===== src/rtl/mutex_engine_pkg.sv =====
package mutex_engine_pkg;
  typedef enum logic [2:0] {
    ST_IDLE, ST_RD_VAL, ST_RD_Q, ST_WR_VAL, ST_WR_Q, ST_REPLY
  } state_e;

  typedef enum logic [1:0] {
    LK_GRANT, LK_QUEUE, LK_REJECT
  } lock_e;

  localparam int unsigned QWORD_OFS = 1;
  localparam int unsigned VWORD_OFS = 2;
endpackage


===== src/rtl/mutex_mem_seq.sv =====
module mutex_mem_seq #(
  parameter int unsigned ADDR_W  = 8,
  parameter int unsigned DATA_W  = 32,
  parameter int unsigned MEM_LAT = 2
) (
  input  logic              clk_i,
  input  logic              rst_ni,
  input  logic              start_i,
  input  logic              we_i,
  input  logic [ADDR_W-1:0] addr_i,
  input  logic [DATA_W-1:0] wdata_i,
  output logic              busy_o,
  output logic              done_o,
  output logic [DATA_W-1:0] rdata_o,
  output logic              mem_req_o,
  output logic              mem_we_o,
  output logic [ADDR_W-1:0] mem_addr_o,
  output logic [DATA_W-1:0] mem_wdata_o,
  input  logic [DATA_W-1:0] mem_rdata_i
);
  localparam int unsigned CNT_W = $clog2(MEM_LAT + 1);

  logic [CNT_W-1:0] cnt_q;

  always_ff @(posedge clk_i or negedge rst_ni) begin
    if (!rst_ni) begin
      busy_o      <= 1'b0;
      cnt_q       <= '0;
      mem_req_o   <= 1'b0;
      mem_we_o    <= 1'b0;
      mem_addr_o  <= '0;
      mem_wdata_o <= '0;
    end else begin
      mem_req_o <= 1'b0;
      if (start_i && !busy_o) begin
        busy_o      <= 1'b1;
        cnt_q       <= CNT_W'(MEM_LAT);
        mem_req_o   <= 1'b1;
        mem_we_o    <= we_i;
        mem_addr_o  <= addr_i;
        mem_wdata_o <= wdata_i;
      end else if (busy_o) begin
        if (cnt_q == '0) busy_o <= 1'b0;
        else             cnt_q  <= cnt_q - 1'b1;
      end
    end
  end

  assign done_o  = busy_o && (cnt_q == '0);
  assign rdata_o = mem_rdata_i;
endmodule


===== src/rtl/mutex_lock_decide.sv =====
module mutex_lock_decide
  import mutex_engine_pkg::*;
#(
  parameter int unsigned TID_W = 16
) (
  input  logic [TID_W-1:0] owner_i,
  input  logic [TID_W-1:0] tid_i,
  output lock_e            outcome_o
);
  always_comb begin
    if (owner_i == '0)         outcome_o = LK_GRANT;
    else if (owner_i == tid_i) outcome_o = LK_REJECT;
    else                       outcome_o = LK_QUEUE;
  end
endmodule


===== src/rtl/mutex_engine.sv =====
module mutex_engine
  import mutex_engine_pkg::*;
#(
  parameter int unsigned ADDR_W  = 8,
  parameter int unsigned DATA_W  = 32,
  parameter int unsigned TID_W   = 16,
  parameter int unsigned MEM_LAT = 2
) (
  input  logic              clk_i,
  input  logic              rst_ni,
  input  logic              req_valid_i,
  output logic              req_ready_o,
  input  logic              req_unlock_i,
  input  logic [ADDR_W-1:0] req_ptr_i,
  input  logic [TID_W-1:0]  req_tid_i,
  output logic              rsp_valid_o,
  output logic              rsp_err_o,
  output logic [ADDR_W-1:0] rsp_ptr_o,
  output logic [TID_W-1:0]  rsp_tid_o,
  output logic              mem_req_o,
  output logic              mem_we_o,
  output logic [ADDR_W-1:0] mem_addr_o,
  output logic [DATA_W-1:0] mem_wdata_o,
  input  logic [DATA_W-1:0] mem_rdata_i,
  output logic              wq_enq_o,
  output logic              wq_deq_o,
  output logic [ADDR_W-1:0] wq_ptr_o,
  output logic [TID_W-1:0]  wq_tid_o,
  input  logic [TID_W-1:0]  wq_tid_i
);
  localparam int unsigned CNT_W = 16;

  state_e            state_q;
  logic              op_sent_q, unlock_q, waiter_q, err_q;
  logic [ADDR_W-1:0] ptr_q;
  logic [TID_W-1:0]  tid_q, owner_q;
  logic [DATA_W-1:0] qword_q;

  logic              seq_start, seq_we, seq_busy, seq_done;
  logic [ADDR_W-1:0] seq_addr;
  logic [DATA_W-1:0] seq_wdata, seq_rdata;
  lock_e             outcome;
  logic [CNT_W-1:0]  rd_cnt;

  assign rd_cnt = seq_rdata[CNT_W-1:0];

  mutex_lock_decide #(.TID_W(TID_W)) i_decide (
    .owner_i   (seq_rdata[TID_W-1:0]),
    .tid_i     (tid_q),
    .outcome_o (outcome)
  );

  always_comb begin
    seq_start = 1'b0;
    seq_we    = 1'b0;
    seq_addr  = ptr_q + ADDR_W'(VWORD_OFS);
    seq_wdata = '0;
    unique case (state_q)
      ST_RD_VAL: seq_start = !op_sent_q;
      ST_RD_Q: begin
        seq_start = !op_sent_q;
        seq_addr  = ptr_q + ADDR_W'(QWORD_OFS);
      end
      ST_WR_VAL: begin
        seq_start = !op_sent_q;
        seq_we    = 1'b1;
        seq_wdata = DATA_W'(owner_q);
      end
      ST_WR_Q: begin
        seq_start = !op_sent_q;
        seq_we    = 1'b1;
        seq_addr  = ptr_q + ADDR_W'(QWORD_OFS);
        seq_wdata = qword_q;
      end
      default: ;
    endcase
  end

  mutex_mem_seq #(.ADDR_W(ADDR_W), .DATA_W(DATA_W), .MEM_LAT(MEM_LAT)) i_seq (
    .clk_i       (clk_i),
    .rst_ni      (rst_ni),
    .start_i     (seq_start),
    .we_i        (seq_we),
    .addr_i      (seq_addr),
    .wdata_i     (seq_wdata),
    .busy_o      (seq_busy),
    .done_o      (seq_done),
    .rdata_o     (seq_rdata),
    .mem_req_o   (mem_req_o),
    .mem_we_o    (mem_we_o),
    .mem_addr_o  (mem_addr_o),
    .mem_wdata_o (mem_wdata_o),
    .mem_rdata_i (mem_rdata_i)
  );

  assign wq_enq_o = (state_q == ST_RD_VAL) && seq_done && (outcome == LK_QUEUE);
  assign wq_deq_o = (state_q == ST_RD_Q) && seq_done && unlock_q && (rd_cnt != '0);
  assign wq_ptr_o = ptr_q;
  assign wq_tid_o = tid_q;

  always_ff @(posedge clk_i or negedge rst_ni) begin
    if (!rst_ni) begin
      state_q   <= ST_IDLE;
      op_sent_q <= 1'b0;
      unlock_q  <= 1'b0;
      waiter_q  <= 1'b0;
      err_q     <= 1'b0;
      ptr_q     <= '0;
      tid_q     <= '0;
      owner_q   <= '0;
      qword_q   <= '0;
    end else begin
      if (seq_start && !seq_busy) op_sent_q <= 1'b1;
      if (seq_done) op_sent_q <= 1'b0;
      unique case (state_q)
        ST_IDLE: if (req_valid_i) begin
          unlock_q <= req_unlock_i;
          ptr_q    <= req_ptr_i;
          tid_q    <= req_tid_i;
          err_q    <= 1'b0;
          state_q  <= req_unlock_i ? ST_RD_Q : ST_RD_VAL;
        end
        ST_RD_VAL: if (seq_done) begin
          unique case (outcome)
            LK_GRANT: begin
              owner_q <= tid_q;
              state_q <= ST_WR_VAL;
            end
            LK_REJECT: begin
              err_q   <= 1'b1;
              state_q <= ST_REPLY;
            end
            default: state_q <= ST_RD_Q;
          endcase
        end
        ST_RD_Q: if (seq_done) begin
          if (!unlock_q) begin
            qword_q <= {seq_rdata[DATA_W-1:CNT_W], rd_cnt + 1'b1};
            state_q <= ST_WR_Q;
          end else begin
            waiter_q <= (rd_cnt != '0);
            owner_q  <= (rd_cnt != '0) ? wq_tid_i : '0;
            qword_q  <= {seq_rdata[DATA_W-1:CNT_W], rd_cnt - 1'b1};
            state_q  <= ST_WR_VAL;
          end
        end
        ST_WR_VAL: if (seq_done) begin
          if (!unlock_q)     state_q <= ST_REPLY;
          else if (waiter_q) state_q <= ST_WR_Q;
          else               state_q <= ST_IDLE;
        end
        ST_WR_Q: if (seq_done) state_q <= unlock_q ? ST_REPLY : ST_IDLE;
        ST_REPLY: state_q <= ST_IDLE;
        default: state_q <= ST_IDLE;
      endcase
    end
  end

  assign req_ready_o = (state_q == ST_IDLE);
  assign rsp_valid_o = (state_q == ST_REPLY);
  assign rsp_err_o   = err_q;
  assign rsp_ptr_o   = ptr_q;
  assign rsp_tid_o   = err_q ? tid_q : owner_q;
endmodule


===== config.mk =====
export PLATFORM = sky130hd
export DESIGN_NAME = mutex_engine
export DESIGN_NICKNAME = d
export VERILOG_FILES = /design/src/rtl/mutex_engine_pkg.sv /design/src/rtl/mutex_mem_seq.sv /design/src/rtl/mutex_lock_decide.sv /design/src/rtl/mutex_engine.sv
export SDC_FILE = /design/constraint.sdc
export NUM_CORES = 1
export LEC_CHECK = 0
export CORE_UTILIZATION = 56
export CTS_CLUSTER_DIAMETER = 120
export CTS_CLUSTER_SIZE = 16
export DETAILED_ROUTE_END_ITERATION = 8
export DONT_BUFFER_PORTS = 1
export PLACE_DENSITY = 0.79
export SLEW_MARGIN = 5
export SYNTH_ARGS = -nofsm -noshare
export SYNTH_HDL_FRONTEND = slang
export SYNTH_SLANG_ARGS = --single-unit

===== constraint.sdc =====
create_clock -name clk_i -period 4.9 [get_ports clk_i]
set_input_delay 0.245 -clock clk_i [delete_from_list [all_inputs] [get_ports clk_i]]
set_output_delay 0.245 -clock clk_i [all_outputs]
set_load 0.1 [all_outputs]

# Word level (Yosys, flattened, before mapping)
# Index checks and enable logic that the tools add are counted.
# totals
reg_bits	124
in_bits	76
out_inout_bits	95
# classes
addsub	5
n_eq_ne	17
n_mux	39
n_reduce_logical	28
# ops
operator	n
16-bit 2-to-1 mux	7
32-bit one-hot mux with 2 select lines	1
16-bit one-hot mux with 2 select lines	1
3-bit 2-to-1 mux	9
16-bit by 1-bit adder with 16-bit output, second input constant	1
16-bit == test	1
16-bit zero test	1
16-bit nonzero test	1
16-bit by 1-bit subtractor with 16-bit output, second input constant	1
3-bit one-hot mux with 5 select lines	1
2-bit != test, second input constant	7
2-bit 2-to-1 mux	6
1-bit 2-to-1 mux	11
5-bit AND reduction	2
8-bit by 1-bit adder with 8-bit output, second input constant	1
8-bit by 2-bit adder with 8-bit output, second input constant	1
8-bit 2-to-1 mux	1
2-bit nonzero test	4
1-bit logical AND	7
3-bit by 2-bit == test with 1-bit output, second input constant	2
3-bit == test, second input constant	2
3-bit one-hot mux with 2 select lines	1
2-bit AND reduction	3
2-bit zero test	2
other kinds (12)	15

# Depth between registers and ports, before layout
# logic_depth
word_depth	7
ltp_mapped	9

# Cells and area by module
# A second synthesis with hierarchy kept.
# hier_totals
cells_unflattened	638
area_unflattened_um2	7116.8
# modules_own_cells
module	n_inst	cells_per_inst	area_per_inst_um2
mutex_engine	1	475	4758.3
mutex_mem_seq	1	135	2137.0
mutex_lock_decide	1	28	221.5

# Least setup slack after synthesis
# OpenSTA, ideal clock, no wires.
# synth_path
kind	register to register
start	register state_q[2]
end	register tid_q[0] (netlist: wq_tid_o[0])
setup_time_ns	0.126
t_arrival_ns	3.772
slack_ns	1.002
path_stages_with_launch	7
n_path_buf	3
synth_period_minus_slack_ns	3.898
cell_sequence	dfrtp_1 -> clkbuf_1 -> nor3_1 -> and2_1 -> buf_2 -> buf_2 -> mux2_2
# synth_via
elab_chain_cells	2
# synth_lines
element	line	rtl
from (decl)	mutex_engine.sv:33	state_e state_q;
from (signal assigned)	mutex_engine.sv:121	state_q <= req_unlock_i ? ST_RD_Q : ST_RD_VAL;
from (signal assigned)	mutex_engine.sv:152	ST_WR_Q: if (seq_done) state_q <= unlock_q ? ST_REPLY : ST_IDLE;
3-bit zero test	n/a	
named net req_ready_o	mutex_engine.sv:12	output logic req_ready_o,
2-bit AND reduction (no source line)	n/a	
to (signal assigned)	mutex_engine.sv:119	tid_q <= req_tid_i;
to (decl)	mutex_engine.sv:36	logic [TID_W-1:0] tid_q, owner_q;
# The timed path passes the listed nets, and every way through them passes these cells.
# A chain may end at the register's enable or synchronous reset.

# Final worst setup path
# layout_path
start	register state_q[2]
end	output port wq_deq_o
# layout_via
elab_chain_cells	4
# layout_lines
element	line	rtl
3-bit by 2-bit == test with 1-bit output	mutex_engine.sv:97	assign wq_deq_o = (state_q == ST_RD_Q) && seq_done && unlock_q && (rd_cnt != '0);
1-bit logical AND (3 in series)	mutex_engine.sv:97	
to (decl)	mutex_engine.sv:26	output logic wq_deq_o,
# Every way passes these cells.

==> metrics.cfg <==
[status]
status=finished, final reports clean

[placement]
dp_cells=780
dp_hpwl_um=11610
place_ws_ns=2.120
portBuffers=0
gp_congestion=0.8789

[sta]
hold_viol=0
slew_headroom=0.2671
worst_slack_ns=1.618
whs_ns=0.02189
tns_ns=0
rsz0062_at_grt=no
finalMaxSlewViolations=0
setup_viol=0
finalCriticalPeriod_ns=3.282
timing.fmax_ghz=0.3047
tightest_slew_ns=1.098
min_period_over_period=0.6697
fin_skew_ns=0.006145

[route]
via_per_inst=6.194
wl_per_cell_um=20.34
drt_iter0_markers=446
route.detailed.drc=0
antenna_left=0
first_pass_iters=5
num_vias=5383
drt-total-wl_um=17680

[clocking]
htreeDepth=4
cts_inserted_buffers=17
clk_pin_slew_ns=0.05
clock_latency_ns=0.41
clock-sinks=124
root_buffer=clkbuf_16
ctsResizeCount=0
cts_tree=done
clk_path_buf_depth=2

[setup_path]
critPathLaunchType=register
end_kind=output port
critPathLaunch=state_q[2]$_DFFE_PN0P_
crit_slowest_cell=and3_1
path_cells=nand2b_1, or2_2, nor2_4, and3_1
critPathMaxFanout=18
worstSetupPathType=reg2out
cp_slowest_stage_delay_ns=0.91
worstPathRequired_ns=4.66
cp.arrival_ns=3.04
r2r-start=state_q[2]$_DFFE_PN0P_

[yosys]
yosysTopAreaCellShare=0.4879
synth_top_cell_by_area=dfrtp_1
synthFlopType=dfrtp_1
mappedNetlistArea_um2=6360
yosysMostFrequentCell=nand2_1
syn-num-nets=768
async_reset_ff_frac=1.000
ys_types=48
postSynthAreaPerCell_um2=9.436
yosys-top-cells-area=dfrtp_1, nand2_1, mux2_2
synth_edf_count=0
ys_seq_area_frac=0.4879
synth-seq-cells=124
synth_cells=674
synth_common_cells=nand2_1, dfrtp_1, nor2_1
yosysWarnings=0

[worst_hold_path]
hp-start=wq_tid_i[2]
hold_class=in2reg

[die]
die_w_um=108.6
dieHeight_um=108.6
row_count=38
io-pin-count=171
dieArea_um2=11790
initial_core_util=0.5816
coreArea_um2=10940

[global_routing]
grt_max_degree=125
antenna_found_initial=1
grt_remaining_overflow=0
grt_pass1_vias=5290
grt_util_all_layers=0.3125
grt_first_pass_wirelength_um=27660

[layout]
area_delta_synth_final_pct=20.15
final_cell_count_no_fill=869
drive_above_1_share=0.1415
finalNetCount=809

[flow_run]
drv_cap=0

final cells by class:
class                   instances  area (um^2)
clock inverters                13        163.9
inverters                      10        37.54
repair buffers                 69        695.7
multi-input cells             493         2999
fillers                       792         3294
diodes                          1        2.502
clock buffers                  19        452.9
well taps                     140        175.2
flip-flops and latches        124         3114
final timing paths:
check | depth (start not counted) | end | slack [ns]
min | 2 | owner_q[2]$_DFFE_PN0P_ | 0.02
min reg2reg | 2 | qword_q[23]$_DFFE_PN0P_ | 0.48
max | 4 | wq_deq_o | 1.62
max reg2reg | 5 | owner_q[7]$_DFFE_PN0P_ | 1.89
min in group asynchronous | 2 | rsp_ptr_o[6]$_DFFE_PN0P_ | 0.48
max in group asynchronous | 2 | rsp_err_o$_DFFE_PN0P_ | 3.93
per-stage QoR:
stage | utilization | instance area [um^2]
floorplan | - | 6360
global placement | 0.5892 | 6444
detailed placement | 0.5892 | 6444
CTS | 0.6985 | 7639
global route | 0.6987 | 7641
finish | 0.6987 | 7641
worst max-delay path, delay by kind of cell, from the launching register on:
family	cells	cell delay, ns
and+or+nand+nor	4	2.13
DFF	1	0.49
cells by family after synthesis:
| family | after synthesis | synth area share |
|---|---|---|
| simple gates | 277 | 0.1857 |
| flops | 124 | 0.4879 |
| compound gates | 121 | 0.1241 |
| buf+inv | 57 | 0.04348 |
| mux | 41 | 0.07259 |
| xor+xnor | 36 | 0.04958 |
| fa+ha+maj | 18 | 0.03659 |
cells in the final DEF, fill, tap and decap left out, types with 4 or more instances in the layout:
master,synthesis,layout
and2_1,4,4
clkbuf_16,0,17
o31ai_1,4,4
a21oi_1,19,19
a31oi_1,20,20
ha_1,17,17
nor2_1,61,60
nand3_1,38,38
mux2_2,40,40
dfrtp_2,0,9
nand2_1,143,143
o21ai_0,35,35
xor2_1,28,28
nor4_1,8,8
inv_1,10,10
a221oi_1,17,17
buf_4,8,12
dlygate4sd3_1,0,55
xnor2_1,8,8
dfrtp_1,124,115
a21o_1,4,4
nand2b_1,4,4
flip-flops by register name, indices dropped and copies added, names as in the netlist:
name,flops
rsp_ptr_o,8
qword_q,32
i_seq.cnt_q,2
waiter_q,1
wq_tid_o,16
i_seq.busy_o,1
owner_q,16
state_q,3
i_seq.mem_req_o,1
i_seq.mem_we_o,1
i_seq.mem_wdata_o,32
unlock_q,1
op_sent_q,1
i_seq.mem_addr_o,8
rsp_err_o,1
what timing repair did:
item / 4_1_cts / 5_1_grt
hold buffers: 56 / 0
hold endpoints to repair: 178 / 0
buffers inserted: 0 / 0
setup endpoints to repair: 0 / 0
layer usage:
layer	share of wire	up-vias	global-route usage
met1	0.40	2572	0.3958
li1	-	2409	-
met3	0.092	54	0.08198
met5	0	-	0
met2	0.48	348	0.4982
met4	0.033	0	0.1477
Power is left out: the tool's default activity adds up to more than one toggle a clock period on the data nets, which glitch-free logic cannot reach.
